===== src/rtl/dis_pkg.sv =====
package dis_pkg;
    typedef enum logic [1:0] {
        ST_SINGLE = 2'd0,
        ST_ENTER  = 2'd1,
        ST_DUAL   = 2'd2,
        ST_EXIT   = 2'd3
    } seq_state_e;
endpackage


===== src/rtl/dis_fp_decode.sv =====
module dis_fp_decode #(
    parameter int        INSTR_W  = 32,
    parameter int        OPC_W    = 6,
    parameter logic [5:0] FP_OPC  = 6'b010010,
    parameter int        DBIT_POS = 9
) (
    input  logic [INSTR_W-1:0] instr,
    output logic               is_fp,
    output logic               dual_flag
);
    localparam int OPC_LSB = INSTR_W - OPC_W;

    always_comb begin
        is_fp     = (instr[INSTR_W-1:OPC_LSB] == FP_OPC[OPC_W-1:0]);
        dual_flag = instr[DBIT_POS];
    end
endmodule


===== src/rtl/dis_slot_steer.sv =====
module dis_slot_steer #(
    parameter int INSTR_W = 32
) (
    input  logic [2*INSTR_W-1:0] block,
    input  logic                 hi_word,
    output logic [INSTR_W-1:0]   slot_lo,
    output logic [INSTR_W-1:0]   slot_hi,
    output logic [INSTR_W-1:0]   slot_sel
);
    always_comb begin
        slot_lo  = block[INSTR_W-1:0];
        slot_hi  = block[2*INSTR_W-1:INSTR_W];
        slot_sel = hi_word ? slot_hi : slot_lo;
    end
endmodule


===== src/rtl/dis_issue_seq.sv =====
module dis_issue_seq #(
    parameter int               ADDR_W     = 32,
    parameter int               INSTR_W    = 32,
    parameter int               DBIT_POS   = 9,
    parameter logic [5:0]       FP_OPC     = 6'b010010,
    parameter logic [ADDR_W-1:0] RESET_ADDR = '0
) (
    input  logic                 clk,
    input  logic                 rst_n,
    input  logic [2*INSTR_W-1:0] fetch_word,
    input  logic                 fetch_valid,
    input  logic                 stall,
    input  logic                 redirect,
    input  logic [ADDR_W-1:0]    redirect_addr,
    output logic [ADDR_W-1:0]    fetch_addr,
    output logic [INSTR_W-1:0]   core_instr,
    output logic                 core_valid,
    output logic [INSTR_W-1:0]   fp_instr,
    output logic                 fp_valid
);
    import dis_pkg::*;

    localparam int              WORD_BYTES = INSTR_W / 8;
    localparam int              HI_BIT     = $clog2(WORD_BYTES);
    localparam logic [ADDR_W-1:0] STEP1    = ADDR_W'(WORD_BYTES);
    localparam logic [ADDR_W-1:0] STEP2    = ADDR_W'(2 * WORD_BYTES);

    typedef struct packed {
        seq_state_e        state;
        logic [ADDR_W-1:0] addr;
    } seq_regs_t;

    seq_regs_t r_q, r_d;

    logic [INSTR_W-1:0] slot_lo, slot_hi, slot_sel;
    logic sel_fp, sel_dflag, lo_fp, lo_dflag;
    logic issue_en, pair_state, pair_issue, single_issue;
    logic [ADDR_W-1:0] addr_plus1;

    dis_slot_steer #(.INSTR_W(INSTR_W)) u_steer (
        .block    (fetch_word),
        .hi_word  (r_q.addr[HI_BIT]),
        .slot_lo  (slot_lo),
        .slot_hi  (slot_hi),
        .slot_sel (slot_sel)
    );

    dis_fp_decode #(.INSTR_W(INSTR_W), .FP_OPC(FP_OPC), .DBIT_POS(DBIT_POS)) u_dec_sel (
        .instr     (slot_sel),
        .is_fp     (sel_fp),
        .dual_flag (sel_dflag)
    );

    dis_fp_decode #(.INSTR_W(INSTR_W), .FP_OPC(FP_OPC), .DBIT_POS(DBIT_POS)) u_dec_lo (
        .instr     (slot_lo),
        .is_fp     (lo_fp),
        .dual_flag (lo_dflag)
    );

    always_comb begin
        issue_en     = fetch_valid && !stall && !redirect;
        pair_state   = (r_q.state == ST_DUAL) || (r_q.state == ST_EXIT);
        pair_issue   = issue_en && pair_state;
        single_issue = issue_en && !pair_state;
        addr_plus1   = r_q.addr + STEP1;

        core_valid = pair_issue || (single_issue && !sel_fp);
        fp_valid   = pair_issue || (single_issue && sel_fp);
        core_instr = pair_state ? slot_hi : slot_sel;
        fp_instr   = pair_state ? slot_lo : slot_sel;
        fetch_addr = r_q.addr;

        r_d = r_q;
        if (redirect) begin
            r_d.addr  = redirect_addr;
            r_d.state = ST_SINGLE;
        end else if (issue_en) begin
            unique case (r_q.state)
                ST_SINGLE: begin
                    r_d.addr = addr_plus1;
                    if (sel_fp && sel_dflag) r_d.state = ST_ENTER;
                end
                ST_ENTER: begin
                    r_d.addr = addr_plus1;
                    if (addr_plus1[HI_BIT:0] == '0) r_d.state = ST_DUAL;
                end
                ST_DUAL: begin
                    r_d.addr = r_q.addr + STEP2;
                    if (lo_fp && !lo_dflag) r_d.state = ST_EXIT;
                end
                ST_EXIT: begin
                    r_d.addr  = r_q.addr + STEP2;
                    r_d.state = ST_SINGLE;
                end
                default: r_d.state = ST_SINGLE;
            endcase
        end
    end

    always_ff @(posedge clk or negedge rst_n) begin
        if (!rst_n) begin
            r_q.state <= ST_SINGLE;
            r_q.addr  <= RESET_ADDR;
        end else begin
            r_q <= r_d;
        end
    end

    // Pair issue only from an aligned block
    p_pair_aligned_r5: assert property (@(posedge clk) disable iff (!rst_n)
        (core_valid && fp_valid) |-> (fetch_addr[HI_BIT:0] == '0));

    // Pair advances by a full block
    p_pair_step_r5: assert property (@(posedge clk) disable iff (!rst_n)
        (core_valid && fp_valid) |=> (fetch_addr == $past(fetch_addr) + STEP2));

    // Lone issue advances by one word
    p_single_step_r2: assert property (@(posedge clk) disable iff (!rst_n)
        (core_valid != fp_valid) |=> (fetch_addr == $past(fetch_addr) + STEP1));

    // Idle cycles hold pointer and mode
    p_idle_hold_r8: assert property (@(posedge clk) disable iff (!rst_n)
        (!redirect && !core_valid && !fp_valid) |=> ($stable(fetch_addr) && $stable(r_q.state)));

    // Redirect reloads and returns to single
    p_redirect_r9: assert property (@(posedge clk) disable iff (!rst_n)
        redirect |=> (fetch_addr == $past(redirect_addr)) && (r_q.state == ST_SINGLE));

    // Flagged single FP op arms the delayed entry
    p_enter_arm_r4: assert property (@(posedge clk) disable iff (!rst_n)
        (r_q.state == ST_SINGLE && fp_valid && !core_valid && sel_dflag) |=> (r_q.state == ST_ENTER));

    // The trailing pair always returns to single
    p_exit_done_r6: assert property (@(posedge clk) disable iff (!rst_n)
        (r_q.state == ST_EXIT && core_valid) |=> (r_q.state == ST_SINGLE));
endmodule


===== config.mk =====
export PLATFORM = sky130hd
export DESIGN_NAME = dis_issue_seq
export DESIGN_NICKNAME = d
export VERILOG_FILES = /design/src/rtl/dis_pkg.sv /design/src/rtl/dis_fp_decode.sv /design/src/rtl/dis_slot_steer.sv /design/src/rtl/dis_issue_seq.sv
export SDC_FILE = /design/constraint.sdc
export NUM_CORES = 1
export LEC_CHECK = 0
export BUFFER_PORTS_ARGS = -buffer_cell sky130_fd_sc_hd__clkbuf_2
export CAP_MARGIN = 20
export CORE_AREA = 2 2 91 93
export CTS_CLUSTER_SIZE = 12
export DETAILED_ROUTE_END_ITERATION = 12
export DIE_AREA = 0 0 93 95
export HOLD_SLACK_MARGIN = 0.02
export PLACE_DENSITY = 0.91
export SYNTH_ARGS = -nofsm -noshare
export SYNTH_HDL_FRONTEND = slang
export SYNTH_SLANG_ARGS = --single-unit

===== constraint.sdc =====
create_clock -name clk -period 5.3 [get_ports clk]
set_input_delay 0 -clock clk [delete_from_list [all_inputs] [get_ports clk]]
set_output_delay 0 -clock clk [all_outputs]
set_load 0.03 [all_outputs]

==> results.yml <==
logic_synthesis:
  syn_area_per_cell_um2: 8.07
  yosysWarnings: 0
  synth_fp_nets: 579
  syn_area_um2: 3800
  synth_top_area_share_pct: 22.4
  synth-edff-count: 0
  synthCells: 471
  ys_ff_latch: 34
  ys.flop_type: "dfrtp_1"
  ys_top_cells_by_area: "dfrtp_1, mux2_2, buf_4, nand2_1, o21ai_0"
  synth_cell_types: 58
  seq_area_frac_synth_pct: 22.4
  async_flop_share_pct: 100
  yosys.area.top_type: "dfrtp_1"
worst_setup_path:
  critPathTopFamily: "buffers and inverters"
  slowest_stage: "dfrtp_1"
  crit_fanout: 32
  worstSetupPathType: "flop to output pin"
  slowest_delay_ps: 410
  crit_required_ps: 5300
  path_buf_inv: 3
  crit_arrival_ps: 2530
  worst_setup_path_start_kind: "flop"
  endpoint_kind: "output pin"
  crit_chain: "inv_1 -> ha_1 -> nor2_1 -> and2_1 -> buf_4 -> mux2_2 -> clkbuf_2"
run:
  cap_violations: 0
global_routing:
  grt_pass1_vias: 4311
  grt_use_total_pct: 31.0
  grt_start_max_net_pins: 35
  grt_first_pass_wirelength_mm: 21.8
  antenna_found_initial: 0
  globalRouteOverflowTotal: 0
clock_tree:
  cts.clk_slew.worst_paths_ps: 80
  htreeDepth: 2
  clockBufferDepth: 2
  cts_tree: "done"
  cts_sinks: 34
  cts_root_buffer: "clkbuf_8"
  clk_latency_ps: 290
  cts-buffers-inserted: 5
  cts_setup_buffers: 0
route:
  remaining_drc_errors: 0
  vias: 4642
  drtIter0Drc: 453
  totalWireLength_mm: 14.7
  routed_via_density: 6.17
  wl_per_cell_um: 19.5
  dr.pass1.iters: 5
  ant_nets: 0
power_and_ir_drop:
  seq_power_share_pct: 31.1
  fin_total_pwr_uw: 1070
  switching_share_pct: 46.0
  power_frac_comb_pct: 49.9
  clockPowerShare_pct: 19.0
  pwr_density_cell_nw_per_um2: 216
  peakVddDrop_mv: 0.152
  power.switching_uw: 493
  cellLeakagePower_uw: 0.00224
  power.internal_uw: 579
timing:
  min_period_ps: 2530
  finalWorstSetupSlack_ps: 2770
  final_max_slew_viol_count: 0
  clock.fmax_ghz: 0.396
  setup-tns-final_ps: 0
  clock-skew-final_ps: 10.1
  finalHoldViolCount: 0
  finalCritPeriodShare_pct: 47.7
  slew_headroom_pct: 36.6
  rsz0062_at_grt: "no"
  tightest_slew_ps: 951
  setup_viol: 0
place:
  pre_cts_slack_ps: 2940
  port_buffers: 198
  gp_congestion: 0.977
  place_hpwl_mm: 10.8
finish:
  nNetsFinal: 756
  layout_common_cells: "clkbuf_2, mux2_2, nand2_1"
  multi_input_area_um2: 2550
  nFillCells: 702
  layout-drive-gt1-share_pct: 44.7
  seqCellArea_um2: 851
  antenna_cells: 0
  synthToLayoutAreaGrowth_pct: 30.5
  final_common_cell: "clkbuf_2"
  final_util_pct: 62.6
worst_hold_path:
  min_path_type: "input pin to flop"
run_status:
  status: "finished, final reports clean"
floorplanning:
  start_util_pct: 47.9
  fp.dieW_um: 93
  core.rowCount: 33
  core_um2: 7930
  dieArea_um2: 8840
  die_h_um: 95
  io_pins: 199
what timing repair did:
item / 4_1_cts / 5_1_grt
hold endpoints to repair: 58 / 0
resized for setup: 0 / 0
hold buffers: 25 / 0
metal layers:
layer / global-route usage (%) / up-vias / routed length [µm]
li1: - / 2096 / -
met1: 41.7 / 2182 / 5970
met2: 49.9 / 318 / 6970
met3: 5.75 / 46 / 1350
met4: 11.4 / 0 / 390
met5: 0 / - / 0
area by class of cell:
class	instances	area share [%]
inverter	13	0.984
sequential	34	17.2
multi-input combinational	364	51.5
timing repair buffer	230	26.0
tap	105	2.65
clock buffer	6	1.66
state kept, by name, indices dropped and copies added (netlist names):
name / count
r_q: 2
fetch_addr: 32
worst register-to-register path, delay by kind of cell (launching register included):
family,cells,cell delay [ps]
AO/OA/AOI/OAI,1,290
flip-flops,1,630
adder cells (fa/ha/maj),1,280
AND/OR/NAND/NOR,3,940
XOR/XNOR,1,170
synthesized netlist by cell type, drive strengths merged, types with 11 or more instances:
cell type	number
mux2	67
nand2	47
buf	36
dfrtp	34
o21ai	30
nor2	29
clkbuf	24
a21oi	23
nor3	16
nand3	14
a31oi	13
inv	13
nor4	12
nand4	11
power groups by stage:
stage / Sequential (µW) / Clock [µW] / Combinational (µW)
after CTS: 331 / 203 / 528
after global placement: 335 / 0 / 501
final: 334 / 204 / 535
after floorplan: 320 / 0 / 386
after global routing: 337 / 210 / 564
after detailed placement: 336 / 0 / 511
path summary, 6_finish.rpt:
path | start | to | slack [ps] | depth (start not counted)
max | r_q[32] | fp_instr[20] | 2770 | 7
min | redirect_addr[20] | fetch_addr[20] | 20 | 3
max reg2reg | fetch_addr[2] | fetch_addr[30] | 2870 | 6
min reg2reg | fetch_addr[1] | fetch_addr[1] | 540 | 1
max in group asynchronous | rst_n | fetch_addr[0] | 4310 | 2
min in group asynchronous | rst_n | fetch_addr[11] | 400 | 2
metrics by stage:
stage	hold slack, ps	std cells	instance area (µm²)
floorplan	-296	471	3800
finish	20.8	752	4960
global placement	160	720	4620
detailed placement	174	721	4630
global route	44.9	752	4960
CTS	22.9	752	4960
cell families after synthesis:
| kind of cell | Yosys count | share of synthesized area, % |
|---|---|---|
| AND/OR/NAND/NOR | 159 | 21.6 |
| AO/OA/AOI/OAI | 125 | 21.9 |
| buffers and inverters | 73 | 10.5 |
| multiplexers | 69 | 20.4 |
| flip-flops | 34 | 22.4 |
| adder cells (fa/ha/maj) | 7 | 2.30 |
| XOR/XNOR | 4 | 0.922 |
(Power assumes the default switching activity.)
